--- src/rtl/wkt_pkg.sv ---
package wkt_pkg;

    // Controller states
    typedef enum logic [1:0] {
        ST_STOP  = 2'd0,   // awake, both enables low: oscillator off, count held
        ST_RUN   = 2'd1,   // counting
        ST_PARK  = 2'd2,   // asleep, both enables low: count held
        ST_FLUSH = 2'd3    // asleep, watchdog on, keepalive off: count cleared
    } wkt_state_e;

    // Width needed to hold values up to max_val
    function automatic int cnt_width(input int max_val);
        int w;
        w = 1;
        while ((1 << w) <= max_val) begin
            w = w + 1;
        end
        return w;
    endfunction

endpackage

--- src/rtl/wkt_tick_sync.sv ---
module wkt_tick_sync #(
    parameter int STAGES = 2
) (
    input  logic clk,
    input  logic rst_n,
    input  logic tick_raw,
    output logic tick_pulse
);

    logic [STAGES-1:0] chain;
    logic              last_q;

    generate
        for (genvar g = 0; g < STAGES; g++) begin : g_stage
            if (g == 0) begin : g_first
                always_ff @(posedge clk) begin
                    if (!rst_n) begin
                        chain[g] <= 1'b0;
                    end else begin
                        chain[g] <= tick_raw;
                    end
                end
            end else begin : g_next
                always_ff @(posedge clk) begin
                    if (!rst_n) begin
                        chain[g] <= 1'b0;
                    end else begin
                        chain[g] <= chain[g-1];
                    end
                end
            end
        end
    endgenerate

    // Previous synchronized level, for edge detect
    always_ff @(posedge clk) begin
        if (!rst_n) begin
            last_q <= 1'b0;
        end else begin
            last_q <= chain[STAGES-1];
        end
    end

    assign tick_pulse = chain[STAGES-1] & ~last_q;

endmodule

--- src/rtl/wkt_mode_fsm.sv ---
module wkt_mode_fsm
    import wkt_pkg::*;
(
    input  logic       clk,
    input  logic       rst_n,
    input  logic       sleep,
    input  logic       rst_en,
    input  logic       wake_en,
    output wkt_state_e state,
    output logic       osc_en,
    output logic       cnt_run,
    output logic       cnt_flush
);

    wkt_state_e state_q;
    wkt_state_e state_d;
    wkt_state_e target;

    // Mode table: which state the inputs call for
    always_comb begin
        if (!sleep) begin
            target = (rst_en || wake_en) ? ST_RUN : ST_STOP;
        end else if (wake_en) begin
            target = ST_RUN;
        end else if (rst_en) begin
            target = ST_FLUSH;
        end else begin
            target = ST_PARK;
        end
    end

    // Next-state selection with named transitions
    always_comb begin
        state_d = state_q;
        unique case (state_q)
            ST_STOP: begin
                // start, park, flush
                state_d = target;
            end
            ST_RUN: begin
                // halt, park, flush
                state_d = target;
            end
            ST_PARK: begin
                // wake, flush, or stay parked
                state_d = target;
            end
            ST_FLUSH: begin
                // wake, park, or stay flushed
                state_d = target;
            end
            default: begin
                state_d = ST_STOP;
            end
        endcase
    end

    // State register
    always_ff @(posedge clk) begin
        if (!rst_n) begin
            state_q <= ST_STOP;
        end else begin
            state_q <= state_d;
        end
    end

    // Outputs decoded from state
    always_comb begin
        osc_en    = 1'b0;
        cnt_run   = 1'b0;
        cnt_flush = 1'b0;
        unique case (state_q)
            ST_STOP:  ;
            ST_RUN: begin
                osc_en  = 1'b1;
                cnt_run = 1'b1;
            end
            ST_PARK:  ;
            ST_FLUSH: cnt_flush = 1'b1;
            default:  ;
        endcase
    end

    assign state = state_q;

endmodule

--- src/rtl/wkt_counter.sv ---
module wkt_counter #(
    parameter int TC0   = 14,
    parameter int TC1   = 28,
    parameter int TC2   = 69,
    parameter int TC3   = 138,
    parameter int CNT_W = 8
) (
    input  logic             clk,
    input  logic             rst_n,
    input  logic             tick,
    input  logic             run,
    input  logic             clr,
    input  logic [1:0]       period_sel,
    output logic [CNT_W-1:0] cnt,
    output logic             ovf
);

    logic [1:0]       sel_act;
    logic [CNT_W-1:0] term;

    // Last count value before wrap, for the active setting
    always_comb begin
        unique case (sel_act)
            2'd0: term = CNT_W'(TC0 - 1);
            2'd1: term = CNT_W'(TC1 - 1);
            2'd2: term = CNT_W'(TC2 - 1);
            2'd3: term = CNT_W'(TC3 - 1);
            default: term = CNT_W'(TC0 - 1);
        endcase
    end

    always_ff @(posedge clk) begin
        if (!rst_n) begin
            cnt     <= '0;
            sel_act <= 2'd0;
            ovf     <= 1'b0;
        end else begin
            ovf <= 1'b0;
            if (clr) begin
                cnt     <= '0;
                sel_act <= period_sel;
            end else if (tick && run) begin
                if (cnt >= term) begin
                    cnt     <= '0;
                    ovf     <= 1'b1;
                    sel_act <= period_sel;
                end else begin
                    cnt <= cnt + 1'b1;
                end
            end
        end
    end

endmodule

--- src/rtl/wkt_route.sv ---
module wkt_route (
    input  logic clk,
    input  logic rst_n,
    input  logic ovf,
    input  logic rst_en,
    input  logic irq_ack,
    output logic rst_req,
    output logic irq
);

    always_ff @(posedge clk) begin
        if (!rst_n) begin
            rst_req <= 1'b0;
            irq     <= 1'b0;
        end else begin
            rst_req <= ovf & rst_en;
            if (ovf && !rst_en) begin
                irq <= 1'b1;
            end else if (irq_ack) begin
                irq <= 1'b0;
            end
        end
    end

endmodule

--- src/rtl/wkt_ctrl.sv ---
module wkt_ctrl
    import wkt_pkg::*;
#(
    parameter int TC0         = 14,
    parameter int TC1         = 28,
    parameter int TC2         = 69,
    parameter int TC3         = 138,
    parameter int SYNC_STAGES = 2
) (
    input  logic       clk,
    input  logic       rst_n,
    input  logic       osc_tick,
    input  logic       sw_clr,
    input  logic       sleep,
    input  logic       rst_en,
    input  logic       wake_en,
    input  logic [1:0] period_sel,
    input  logic       irq_ack,
    output logic       rst_req,
    output logic       irq,
    output logic       osc_enable
);

    localparam int TC_MAX01 = (TC0 > TC1) ? TC0 : TC1;
    localparam int TC_MAX23 = (TC2 > TC3) ? TC2 : TC3;
    localparam int TC_MAX   = (TC_MAX01 > TC_MAX23) ? TC_MAX01 : TC_MAX23;
    localparam int CNT_W    = cnt_width(TC_MAX);

    logic             tick_pulse;
    wkt_state_e       state;
    logic             cnt_run;
    logic             cnt_flush;
    logic             cnt_clr;
    logic [CNT_W-1:0] cnt;
    logic             ovf;

    wkt_tick_sync #(
        .STAGES(SYNC_STAGES)
    ) i_sync (
        .clk       (clk),
        .rst_n     (rst_n),
        .tick_raw  (osc_tick),
        .tick_pulse(tick_pulse)
    );

    wkt_mode_fsm i_fsm (
        .clk      (clk),
        .rst_n    (rst_n),
        .sleep    (sleep),
        .rst_en   (rst_en),
        .wake_en  (wake_en),
        .state    (state),
        .osc_en   (osc_enable),
        .cnt_run  (cnt_run),
        .cnt_flush(cnt_flush)
    );

    assign cnt_clr = sw_clr | cnt_flush;

    wkt_counter #(
        .TC0  (TC0),
        .TC1  (TC1),
        .TC2  (TC2),
        .TC3  (TC3),
        .CNT_W(CNT_W)
    ) i_cnt (
        .clk       (clk),
        .rst_n     (rst_n),
        .tick      (tick_pulse),
        .run       (cnt_run),
        .clr       (cnt_clr),
        .period_sel(period_sel),
        .cnt       (cnt),
        .ovf       (ovf)
    );

    wkt_route i_route (
        .clk    (clk),
        .rst_n  (rst_n),
        .ovf    (ovf),
        .rst_en (rst_en),
        .irq_ack(irq_ack),
        .rst_req(rst_req),
        .irq    (irq)
    );

endmodule

--- config.mk ---
export PLATFORM = sky130hd
export DESIGN_NAME = wkt_ctrl
export DESIGN_NICKNAME = d
export VERILOG_FILES = /design/src/rtl/wkt_pkg.sv /design/src/rtl/wkt_tick_sync.sv /design/src/rtl/wkt_mode_fsm.sv /design/src/rtl/wkt_counter.sv /design/src/rtl/wkt_route.sv /design/src/rtl/wkt_ctrl.sv
export SDC_FILE = /design/constraint.sdc
export NUM_CORES = 1
export LEC_CHECK = 0
export BUFFER_PORTS_ARGS = -buffer_cell sky130_fd_sc_hd__buf_2
export CAP_MARGIN = 15
export CORE_MARGIN = 3
export CORE_UTILIZATION = 40
export CTS_CLUSTER_DIAMETER = 200
export DETAILED_ROUTE_END_ITERATION = 16
export PLACE_DENSITY = 0.61
export REMOVE_ABC_BUFFERS = 1
export SETUP_SLACK_MARGIN = 0.05
export SLEW_MARGIN = 20
export SYNTH_ARGS = -nofsm -noshare
export SYNTH_HDL_FRONTEND = slang
export SYNTH_SLANG_ARGS = --single-unit
export TNS_END_PERCENT = 100
--- constraint.sdc ---
create_clock -name clk -period 3.2 [get_ports clk]
set_clock_uncertainty 0.1 [all_clocks]
set_input_delay 0.32 -clock clk [delete_from_list [all_inputs] [get_ports clk]]
set_output_delay 0.32 -clock clk [all_outputs]
set_load 0.01 [all_outputs]
* Word level (Yosys, flattened, before mapping)
Cells that the tools add are included.
** Storage, ports and cells
- Output and inout port bits :: 3
- Logic and storage cells :: 51
- Register bits after elaboration :: 18
- Bits of input ports :: 10
** Operators by class
- Bitwise operators :: 6
- Muxes and demuxes :: 15
- $add $sub $neg :: 1
- Equal/unequal tests :: 6
- Reductions and logical operators :: 13
- Order comparisons :: 1
** Operator list (count)
- case mux 8 bit (4 select lines) :: 1
- two-way mux 2 bit :: 6
- adder 8 x 1 -> 8 bit (second input constant) :: 1
- equality test 2 bit (second input constant) :: 4
- >= comparator 8 bit :: 1
- two-way mux 8 bit :: 1
- two-way mux 1 bit :: 7
- nonzero test 2 bit :: 3
- equality test 2 x 1 -> 1 bit (second input constant) :: 2
- zero test 2 bit :: 2
- OR reduction 4 bit :: 1
- inverter 1 bit :: 3
- OR reduction 3 bit :: 1
- AND 1 bit :: 2
- logical AND 1 bit :: 2
- AND reduction 2 bit :: 1
- OR reduction 2 bit :: 1
- zero test 1 bit :: 1
- logical OR 1 bit :: 1
- OR 1 bit :: 1

* Longest topological paths before layout
Gate-level depths: netlist of run 1.
- Depth in word-level cells :: 6
- Mapped depth :: 8
- Mapped depth without buffers :: 7

* Cells and area by module
From an unflattened synthesis of run 1, not the netlist that was laid out.
** Unflattened totals
- Cell total of the unflattened synthesis :: 95
- Area, all modules :: 908.4 µm²
** Modules (own cells, without submodules)
- wkt_counter :: seq. area each 220.2 µm², times used 1, area each 658.1 µm², cells an instance 74
- wkt_tick_sync :: seq. area each 60.1 µm², times used 1, area each 92.6 µm², cells an instance 7
- wkt_mode_fsm :: seq. area each 40.0 µm², times used 1, area each 80.1 µm², cells an instance 7
- wkt_route :: seq. area each 40.0 µm², times used 1, area each 71.3 µm², cells an instance 6
- wkt_ctrl :: seq. area each 0.0 µm², times used 1, area each 6.3 µm², cells an instance 1

* Worst setup path before layout of run 1
OpenSTA, ideal clock, no wires.
- Kind :: register to register
- Start point :: reg i_cnt.sel_act[1]
- End point :: reg i_cnt.cnt[1]
- Setup slack :: 1.262 ns
- Cell stages (with the launch flop) :: 9
- Data required time :: 3.038 ns
- Buffers on the path :: 1
- Period minus slack after synthesis :: 1.938 ns
- Arrival :: 1.776 ns
- Setup time :: 0.062 ns
- Cells stage by stage :: dfxtp_1 > nand2b_1 > ha_1 > and3_1 > o21ai_0 > a31oi_2 > or3b_1 > buf_6 > nor2_2
** Between the ends
- Word-level cells in the longest chain between the ends :: 4
- Elaborated cells on any way between the ends :: 7
- Classes of those cells :: 1 x order compare; 3 x eq/ne; 2 x mux; 1 x reduce/logical
** RTL lines
- start: declaration :: RTL line wkt_counter.sv:18 : logic [1:0] sel_act;
- start signal: assignment :: RTL line wkt_counter.sv:41 : sel_act <= period_sel;
- start signal: assignment :: RTL line wkt_counter.sv:46 : sel_act <= period_sel;
- equality test 2 bit, or another cell as far along :: RTL line wkt_counter.sv:23 : unique case (sel_act)
- case mux 8 bit (4 select lines) (*) :: RTL line wkt_counter.sv:23
- >= comparator 8 bit (*) :: RTL line wkt_counter.sv:43 : if (cnt >= term) begin
- two-way mux 8 bit (*) :: RTL line wkt_counter.sv:43
- end signal: assignment :: RTL line wkt_counter.sv:48 : cnt <= cnt + 1'b1;
- end: declaration :: RTL line wkt_counter.sv:14 : output logic [CNT_W-1:0] cnt,
Mark *: on every way between the ends. The rest lies on a longest branch, timed or not. The select of a mux whose other input is x is not followed.
A chain may end at the register's enable or synchronous reset.

* Worst setup path after layout of run 1
- Start point :: reg i_cnt.sel_act[0]
- End point :: reg i_cnt.cnt[0]
The elaborated chain is that of the path after synthesis.

==> results of run 1 <==
## cells in the mapped netlist (all sizes together)
library cell | number | area, um^2
xor2 | 6 | 52.6
a21bo | 1 | 16.3
nand2b | 2 | 12.5
and2b | 1 | 8.76
ha | 8 | 100
buf | 2 | 22.5
inv | 5 | 18.8
o22ai | 1 | 6.26
nor2 | 11 | 61.3
a21oi | 3 | 15.0
nor2b | 2 | 12.5
xnor2 | 1 | 8.76
clkbuf | 1 | 3.75
mux2i | 3 | 30.0
o21a | 1 | 7.51
o211ai | 2 | 15.0
nand4 | 4 | 31.3
a31oi | 1 | 12.5
nand2 | 12 | 45.0
and4bb | 1 | 12.5
or3b | 1 | 8.76
o21ai | 1 | 5.00
dfxtp | 18 | 360
and3 | 4 | 26.3
and2 | 4 | 25.0
## metrics by stage
step / util, % / instances / setup slack, ns / total power [mW] / hold WS (ns)
after floorplan: - / 93 / 1.20 / 0.255 / 0.292
after global placement: 47.8 / 132 / 1.04 / 0.267 / 0.325
after detailed placement: 47.8 / 132 / 0.998 / 0.268 / 0.325
after CTS: 49.6 / 136 / 0.948 / 0.411 / 0.0813
after global routing: 49.6 / 136 / 0.859 / 0.420 / 0.0834
final: 49.6 / 136 / 0.960 / 0.402 / 0.0921
## critical path: cells and delay by family (launching register included)
kind / cells / cell delay, ns
AOI/OAI and AO/OA: 2 / 0.35
adders and majority gates: 1 / 0.29
DFF: 1 / 0.36
and+or+nand+nor: 4 / 1.09
## final cells by class
cell class / count / share of cell area, %
tap: 27 / 3.30
clock buffer: 4 / 3.55
multi-input combinational: 70 / 50.2
timing repair buffer: 12 / 5.88
inverter: 5 / 1.84
sequential: 18 / 35.3
## worst paths after layout
path | endpoint | slack [ns] | cells after the start
hold reg to reg | i_sync.chain[1] | 0.35 | 1
setup / recovery | i_cnt.cnt[0] | 0.96 | 7
hold / removal | i_fsm.state[1] | 0.09 | 2
setup reg to reg | i_cnt.cnt[0] | 0.96 | 7
## power groups by stage
| stage | Clock [mW] | Combinational [mW] | Sequential, mW |
|---|---|---|---|
| floorplan | 0 | 0.0190 | 0.236 |
| global placement | 0 | 0.0302 | 0.237 |
| detailed placement | 0 | 0.0311 | 0.237 |
| CTS | 0.147 | 0.0314 | 0.232 |
| global route | 0.152 | 0.0351 | 0.233 |
| finish | 0.139 | 0.0310 | 0.232 |
## layer usage
metal	track usage, %	vias to the layer above	share of wire [%]
li1	-	347	-
met1	16.5	291	49
met2	19.2	8	47
met3	3.32	2	2.2
met4	8.94	0	0.87
met5	0	-	0
## registers in the layout (all words and copies together) (netlist names)
name             flops
i_route.irq          1
i_sync.chain         2
i_cnt.sel_act        2
i_cnt.cnt            8
i_sync.last_q        1
i_fsm.state          2
i_cnt.ovf            1
i_route.rst_req      1
## logic make-up after synthesis
group | count (synthesis)
compound gates | 10
xor+xnor | 7
fa+ha+maj | 8
buf+inv | 8
flops | 18
mux | 3
simple gates | 42
==> results.sh, run 1 <==
export IMPL_die_w_um=53.9
export IMPL_io_buffers=12
export IMPL_fin_area_um2=1020
export IMPL_clk_latency_ns=0.29
export IMPL_grt_max_degree=13
export IMPL_n_fill_cell=203
export IMPL_cts_buffers=3
export IMPL_tritoncts="yes"
export IMPL_period_minus_slack_ns=2.24
export IMPL_cts_root_buf="clkbuf_4"
export IMPL_ioPinCount=13
export IMPL_clkSlewWorstSetupHoldPaths_ns=0.10
export IMPL_path_cells="nand2b_1 > ha_1 > and3_1 > o21ai_0 > a31oi_2 > or3b_1 > nor2_2"
export IMPL_start_kind="flip-flop"
export IMPL_drt_first_pass_iters=4
export IMPL_slew_limit_headroom_pct=70.8
export IMPL_antenna_found_initial=0
export IMPL_postCtsSetupBuffers=0
export IMPL_setup_worst_path_start="i_cnt.sel_act[0]"
export IMPL_drv_cap=0
export IMPL_synth_top_family_by_area="simple AND/OR/NAND/NOR gates"
export IMPL_multi_input_area_um2=513
export IMPL_synth_area_mux_share_pct=3.27
export IMPL_p_comb_share_pct=7.7
export IMPL_slowest_delay_ns=0.57
export IMPL_grt_pass1_wl_um=2620
export IMPL_grt_overflow=0
export IMPL_diodes=0
export IMPL_finalCritPeriodShare_pct=70.0
export IMPL_switching_share_pct=22.3
export IMPL_r2r_start="i_cnt.sel_act[0]"
export IMPL_path_class="reg -> reg"
export IMPL_syn_area_per_cell_um2=9.57
export IMPL_p_clk_share_pct=34.6
export IMPL_ys_seq_area_share_pct=39.2
export IMPL_slew_viol_final=0
export IMPL_synth_xor_area_share_pct=6.68
export IMPL_finalNetCount=128
export IMPL_synthAdderAreaFrac_pct=10.9
export IMPL_status="finished, final reports clean"
export IMPL_place_congestion=0.846
export IMPL_tightestPinTransition_ns=0.438
export IMPL_synth_area_um2=918
export IMPL_final_seq_area_um2=360
export IMPL_internal_power_mw=0.312
export IMPL_worst_path_max_fanout=8
export IMPL_drc=0
export IMPL_power_per_cell_area_nw_per_um2=393
export IMPL_p_leak_nw=0.436
export IMPL_core_um2=2060
export IMPL_syn_instance_count=96
export IMPL_clock_path_buffers=2
export IMPL_cts_sink_count=18
export IMPL_ctsHoldBuffers=0
export IMPL_fmaxAchievable_ghz=0.446
export IMPL_grt_total_usage_pct=13.0
export IMPL_area_growth_pct=11.3
export IMPL_rsz0062_at_grt="no"
export IMPL_slowest_stage="or3b_1"
export IMPL_h_tree_depth=1
export IMPL_dieArea_um2=2910
export IMPL_yosys_warnings=0
export IMPL_p_switching_mw=0.0896
export IMPL_layout_commonest_cell="dfxtp_1"
export IMPL_synth_simple_area_share_pct=26.6
export IMPL_wl_um=1610
export IMPL_fin_tns_setup_ns=0
export IMPL_peakVddDrop_uv=304
export IMPL_initialDrtViolationCount=1
export IMPL_antenna_left=0
export IMPL_crit_required_ns=3.33
export IMPL_avgRoutedWirePerCell_um=11.8
export IMPL_viasPerCell=4.76
export IMPL_ys_types=28
export IMPL_placed_area_um2=986
export IMPL_hold_path_class="in -> reg"
export IMPL_cp_end_kind="flip-flop"
export IMPL_synth_compound_area_share_pct=8.45
export IMPL_fp_row_count=16
export IMPL_detailed_place_hpwl_um=1240
export IMPL_initial_utilization_pct=44.5
export IMPL_post_cts_resized=0
export IMPL_ys_ff_latch=18
export IMPL_worstPathArrival_ns=2.37
export IMPL_grt_pass1_vias=628
export IMPL_final_layout_size_suffix_gt1_share_pct=26.6
export IMPL_num_vias=648
export IMPL_layout_common_cells="dfxtp_1 (18), nand2_1 (12), buf_2 (12)"
export IMPL_hold_viol=0
export IMPL_die_y_um=53.9
export IMPL_setup_violations=0
export IMPL_seqPwrFrac_pct=57.7
export IMPL_hold_start="wake_en"
Power figures use the tool's default switching activity.
==> run 2: changes to the inputs <==
- ABC_AREA: not set -> 1
- clock period: 3.2 -> 2.3 ns (I/O delays scaled with it)
==> results.sh, run 2 <==
export IMPL_core_um2=2300
export IMPL_initialDrtViolationCount=15
export IMPL_yosysMostFrequentCell="nand2_1"
export IMPL_syn_area_per_cell_um2=7.21
export IMPL_rsz0062_at_grt="no"
export IMPL_initial_utilization_pct=43.6
export IMPL_slew_limit_headroom_pct=82.2
export IMPL_tightestPinTransition_ns=0.268
export IMPL_worstPathArrival_ns=1.98
export IMPL_postCtsSetupBuffers=0
export IMPL_fp_row_count=17
export IMPL_clk_latency_ns=0.31
export IMPL_antenna_left=0
export IMPL_fin_tns_setup_ns=0
export IMPL_cts_sink_count=18
export IMPL_synthTopCellsByCount="nand2_1 (35), inv_1 (26), dfxtp_1 (18), nor2_1 (18), ha_1 (8)"
export IMPL_finalCritPeriodShare_pct=81.9
export IMPL_grt_pass1_wl_um=3020
export IMPL_finalNetCount=175
export IMPL_h_tree_depth=1
export IMPL_hold_ws_ns=0.0555
export IMPL_period_minus_slack_ns=1.88
export IMPL_diodes=0
export IMPL_cts_buffers=3
export IMPL_drv_cap=0
export IMPL_drc=0
export IMPL_syn_instance_count=139
export IMPL_drt_first_pass_iters=2
export IMPL_dp_cells=178
export IMPL_peakVddDrop_uv=474
export IMPL_antenna_found_initial=0
export IMPL_ctsHoldBuffers=2
export IMPL_tritoncts="yes"
export IMPL_status="finished, final reports clean"
export IMPL_start_kind="flip-flop"
export IMPL_hold_viol=0
export IMPL_ys_top_cells_by_area="dfxtp_1 (36%), nand2_1 (13%), ha_1 (10%), inv_1 (9.7%), nor2_1 (6.7%)"
export IMPL_synth_edf_count=0
export IMPL_grt_max_degree=11
export IMPL_clkSlewWorstSetupHoldPaths_ns=0.11
export IMPL_largest_register_ffs=8
export IMPL_post_cts_resized=0
export IMPL_avgRoutedWirePerCell_um=9.26
export IMPL_layout_common_cells="nand2_1 (35), inv_1 (26), nor2_1 (18), dfxtp_1 (18), buf_2 (12)"
export IMPL_power_per_cell_area_nw_per_um2=509
export IMPL_area_growth_pct=14.7
export IMPL_place_congestion=0.811
export IMPL_synth_top_cell_area_share_pct=36.0
export IMPL_stdcell_count=184
export IMPL_top_register="i_cnt.cnt"
export IMPL_clock_path_buffers=2
export IMPL_yosys_area_top_type="dfxtp_1"
export IMPL_placed_area_um2=1090
export IMPL_path_class="reg -> reg"
export IMPL_synthFlopType="dfxtp_1"
export IMPL_dieArea_um2=3140
export IMPL_wl_um=1700
export IMPL_setup_violations=0
export IMPL_fmaxAchievable_ghz=0.531
export IMPL_p_leak_nw=0.610
export IMPL_grt_overflow=0
export IMPL_die_w_um=56.1
export IMPL_ys_types=20
export IMPL_grt_pass1_vias=731
export IMPL_die_y_um=56.1
export IMPL_n_fill_cell=231
export IMPL_ys_seq_area_share_pct=36.0
export IMPL_layout_commonest_cell="nand2_1"
export IMPL_io_buffers=12
export IMPL_worst_path_max_fanout=8
export IMPL_final_layout_size_suffix_gt1_share_pct=20.5
export IMPL_yosys_warnings=0
export IMPL_r2r_slack_ns=0.42
export IMPL_crit_required_ns=2.40
export IMPL_cts_root_buf="clkbuf_4"
export IMPL_ys_ff_latch=18
export IMPL_grt_total_usage_pct=12.0
export IMPL_cp_end_kind="flip-flop"
export IMPL_hold_path_class="in -> reg"
export IMPL_synth_area_um2=1000
export IMPL_viasPerCell=4.35
export IMPL_detailed_place_hpwl_um=1390
export IMPL_slew_viol_final=0
export IMPL_async_reset_ff_share_pct=0
export IMPL_multi_input_area_um2=533
export IMPL_ioPinCount=13
export IMPL_final_seq_area_um2=360
export IMPL_fin_area_um2=1150
export IMPL_num_vias=800
[run 2: per-stage QoR]
step / util, % / setup WS [ns] / power (mW)
final: 50.1 / 0.416 / 0.586
after global routing: 50.1 / 0.190 / 0.620
after CTS: 50.1 / 0.354 / 0.596
after detailed placement: 47.6 / 0.428 / 0.388
after global placement: 47.6 / 0.499 / 0.386
after floorplan: - / 0.687 / 0.369
[run 2: worst max-delay path, stage by stage, from the launching register on]
cell	delay [ns]
dfxtp_1	0.37
inv_1	0.06
nor2_1	0.12
inv_1	0.08
ha_1	0.27
nand2_1	0.06
nor3b_1	0.22
nand2_1	0.12
nand2_1	0.08
nand2_1	0.09
nand2_4	0.13
nor3_1	0.06
[run 2: area by class of cell]
cell class | instances | area share, %
Multi-Input combinational cell | 92 | 46.4
Sequential cell | 18 | 31.3
Inverter | 28 | 9.14
Timing Repair Buffer | 14 | 6.96
Clock buffer | 4 | 3.16
Tap cell | 28 | 3.05
[run 2: kinds of logic (layout without fill, tap and decap cells)]
kind of cell / count (synthesis) / count (layout) / synth area share (%)
xor gates and xnor gates: 1 / 1 / 0.874
buffers and inverters: 29 / 46 / 10.9
adders and majority gates: 8 / 8 / 9.99
DFF: 18 / 18 / 36.0
AOI/OAI and AO/OA: 7 / 7 / 3.74
and+or+nand+nor: 76 / 76 / 38.6
[run 2: report_power, final]
part / internal, mW / leakage [nW] / total [mW] / switching, mW
sequential: 0.319 / 0.146 / 0.324 / 0.00528
combinational: 0.0247 / 0.442 / 0.0581 / 0.0334
clock: 0.0966 / 0.0210 / 0.204 / 0.107
[run 2: final timing paths]
kind	start	endpoint	cells past startpoint
setup / recovery	i_cnt.sel_act[1]	i_cnt.cnt[2]	11
hold / removal	sleep	i_fsm.state[1]	3
setup reg to reg	i_cnt.sel_act[1]	i_cnt.cnt[2]	11
hold reg to reg	i_sync.chain[0]	i_sync.chain[1]	2
[run 2: metal layers]
metal	track usage [%]	share of wire [%]
met3	5.10	5.1
met4	2.03	0.70
met2	19.9	45
met5	0	0
met1	14.6	49
==> run 3: changes to the inputs <==
- clock period: 2.3 -> 1.85 ns (I/O delays scaled with it)
==> results.sh, run 3 (synthesis gave the netlist of run 2 again) <==
export IMPL_status="finished, final reports clean"
export IMPL_die_w_um=56.1
export IMPL_hold_viol=0
export IMPL_finalCritPeriodShare_pct=98.7
export IMPL_clkSlewWorstSetupHoldPaths_ns=0.11
export IMPL_place_congestion=0.813
export IMPL_area_growth_pct=33.3
export IMPL_grt_pass1_wl_um=3100
export IMPL_io_buffers=12
export IMPL_slew_limit_headroom_pct=76.7
export IMPL_antenna_found_initial=0
export IMPL_worst_path_max_fanout=8
export IMPL_wl_um=2050
export IMPL_dp_cells=179
export IMPL_crit_required_ns=1.98
export IMPL_internal_power_mw=0.563
export IMPL_layout_common_cells="nand2_1 (30), inv_1 (24), dfxtp_1 (16)"
export IMPL_h_tree_depth=1
export IMPL_diodes=0
export IMPL_grt_total_usage_pct=12.4
export IMPL_drv_cap=0
export IMPL_grt_use_met1_pct=17.5
export IMPL_dieArea_um2=3140
export IMPL_initialDrtViolationCount=19
export IMPL_fin_area_um2=1340
export IMPL_tightestPinTransition_ns=0.349
export IMPL_antenna_left=0
export IMPL_p_leak_nw=0.646
export IMPL_stdcell_count=187
export IMPL_cts_buffers=3
export IMPL_drt_first_pass_iters=4
export IMPL_use_met3_pct=3.02
export IMPL_initial_utilization_pct=43.6
export IMPL_finalPower_mw=0.758
export IMPL_top_register="i_cnt.cnt"
export IMPL_n_fill_cell=211
export IMPL_worstPathArrival_ns=1.96
export IMPL_peakVddDrop_uv=292
export IMPL_pre_cts_slack_ns=0.0149
export IMPL_slew_viol_final=0
export IMPL_placed_area_um2=1100
export IMPL_period_minus_slack_ns=1.83
export IMPL_cts_sink_count=18
export IMPL_fp_row_count=17
export IMPL_grt_pass1_vias=720
export IMPL_hold_path_class="in -> reg"
export IMPL_p_clk_share_pct=32.6
export IMPL_grt_overflow=0
export IMPL_ioPinCount=13
export IMPL_fmaxAchievable_ghz=0.548
export IMPL_setup_violations=0
export IMPL_p_switching_mw=0.195
export IMPL_cp_end_kind="flip-flop"
export IMPL_fin_util_pct=58.2
export IMPL_drc=0
export IMPL_finalNetCount=178
export IMPL_rsz0062_at_grt="yes"
export IMPL_final_layout_size_suffix_gt1_share_pct=38.4
export IMPL_use_met2_pct=17.4
export IMPL_clk_latency_ns=0.30
export IMPL_power_per_cell_area_nw_per_um2=567
export IMPL_core_um2=2300
export IMPL_viasPerCell=4.72
export IMPL_fin_ws_ns=0.0249
export IMPL_clock_path_buffers=2
export IMPL_seqPwrFrac_pct=53.4
export IMPL_hold_ws_ns=0.0240
export IMPL_p_comb_share_pct=14.0
export IMPL_grt_busiest_layer="met1"
export IMPL_path_class="reg -> reg"
export IMPL_grt_max_degree=11
export IMPL_die_y_um=56.1
export IMPL_start_kind="flip-flop"
export IMPL_largest_register_ffs=8
export IMPL_detailed_place_hpwl_um=1400
export IMPL_multi_input_area_um2=689
export IMPL_avgRoutedWirePerCell_um=10.9
export IMPL_switching_share_pct=25.7
export IMPL_tritoncts="yes"
export IMPL_cts_root_buf="clkbuf_4"
export IMPL_fin_tns_setup_ns=0
export IMPL_num_vias=883
export IMPL_final_seq_area_um2=365
export IMPL_layout_commonest_cell="nand2_1"
==> run 3: final timing paths <==
check / from / endpoint / slack [ns] / cells past startpoint
worst max-delay path: i_cnt.sel_act[1] / i_cnt.cnt[3] / 0.02 / 11
worst min-delay path: rst_en / i_route.rst_req / 0.02 / 3
worst max register to register: i_cnt.sel_act[1] / i_cnt.cnt[3] / 0.02 / 11
worst min register to register: i_sync.chain[0] / i_sync.chain[1] / 0.32 / 2
==> run 3: worst max-delay path, stage by stage (launching register included) <==
cell and delay, ns:
dfxtp_2 0.35, inv_2 0.05, nor2_4 0.14, inv_2 0.08, ha_4 0.25, nand2_4 0.08
nor2_4 0.04, nor3_4 0.20, nand2_2 0.07, nand2_2 0.10, nand2_4 0.11, nor3_4 0.18
==> run 3: routing by layer <==
metal | vias up | routed length, um
li1 | 462 | -
met1 | 402 | 957
met2 | 14 | 971
met3 | 5 | 73
met4 | 0 | 44
met5 | - | 0
==> run 3: power groups by stage <==
stage / Sequential, mW / Clock (mW) / Combinational (mW)
3_3_place_gp: 0.411 / 0 / 0.0687
4_1_cts: 0.403 / 0.257 / 0.0768
2_1_floorplan: 0.410 / 0 / 0.0478
3_5_place_dp: 0.412 / 0 / 0.0707
6_report: 0.405 / 0.247 / 0.106
5_1_grt: 0.406 / 0.268 / 0.120
==> run 3: what timing repair did <==
item / in CTS / in global routing
gates resized for setup: 2 / 31
endpoints found under the setup margin: 9 / 11
hold buffers: 3 / 0
buffers inserted: 0 / 1
endpoints found under the hold margin: 3 / 0
pin swaps: 0 / 13
==> run 3: area by class of cell <==
type                            count  share of cell area (%)
Timing Repair Buffer               17                    7.87
Clock buffer                        4                    2.72
Sequential cell                    18                    27.3
Tap cell                           28                    2.62
Multi-Input combinational cell     92                    51.6
Inverter                           28                    7.87
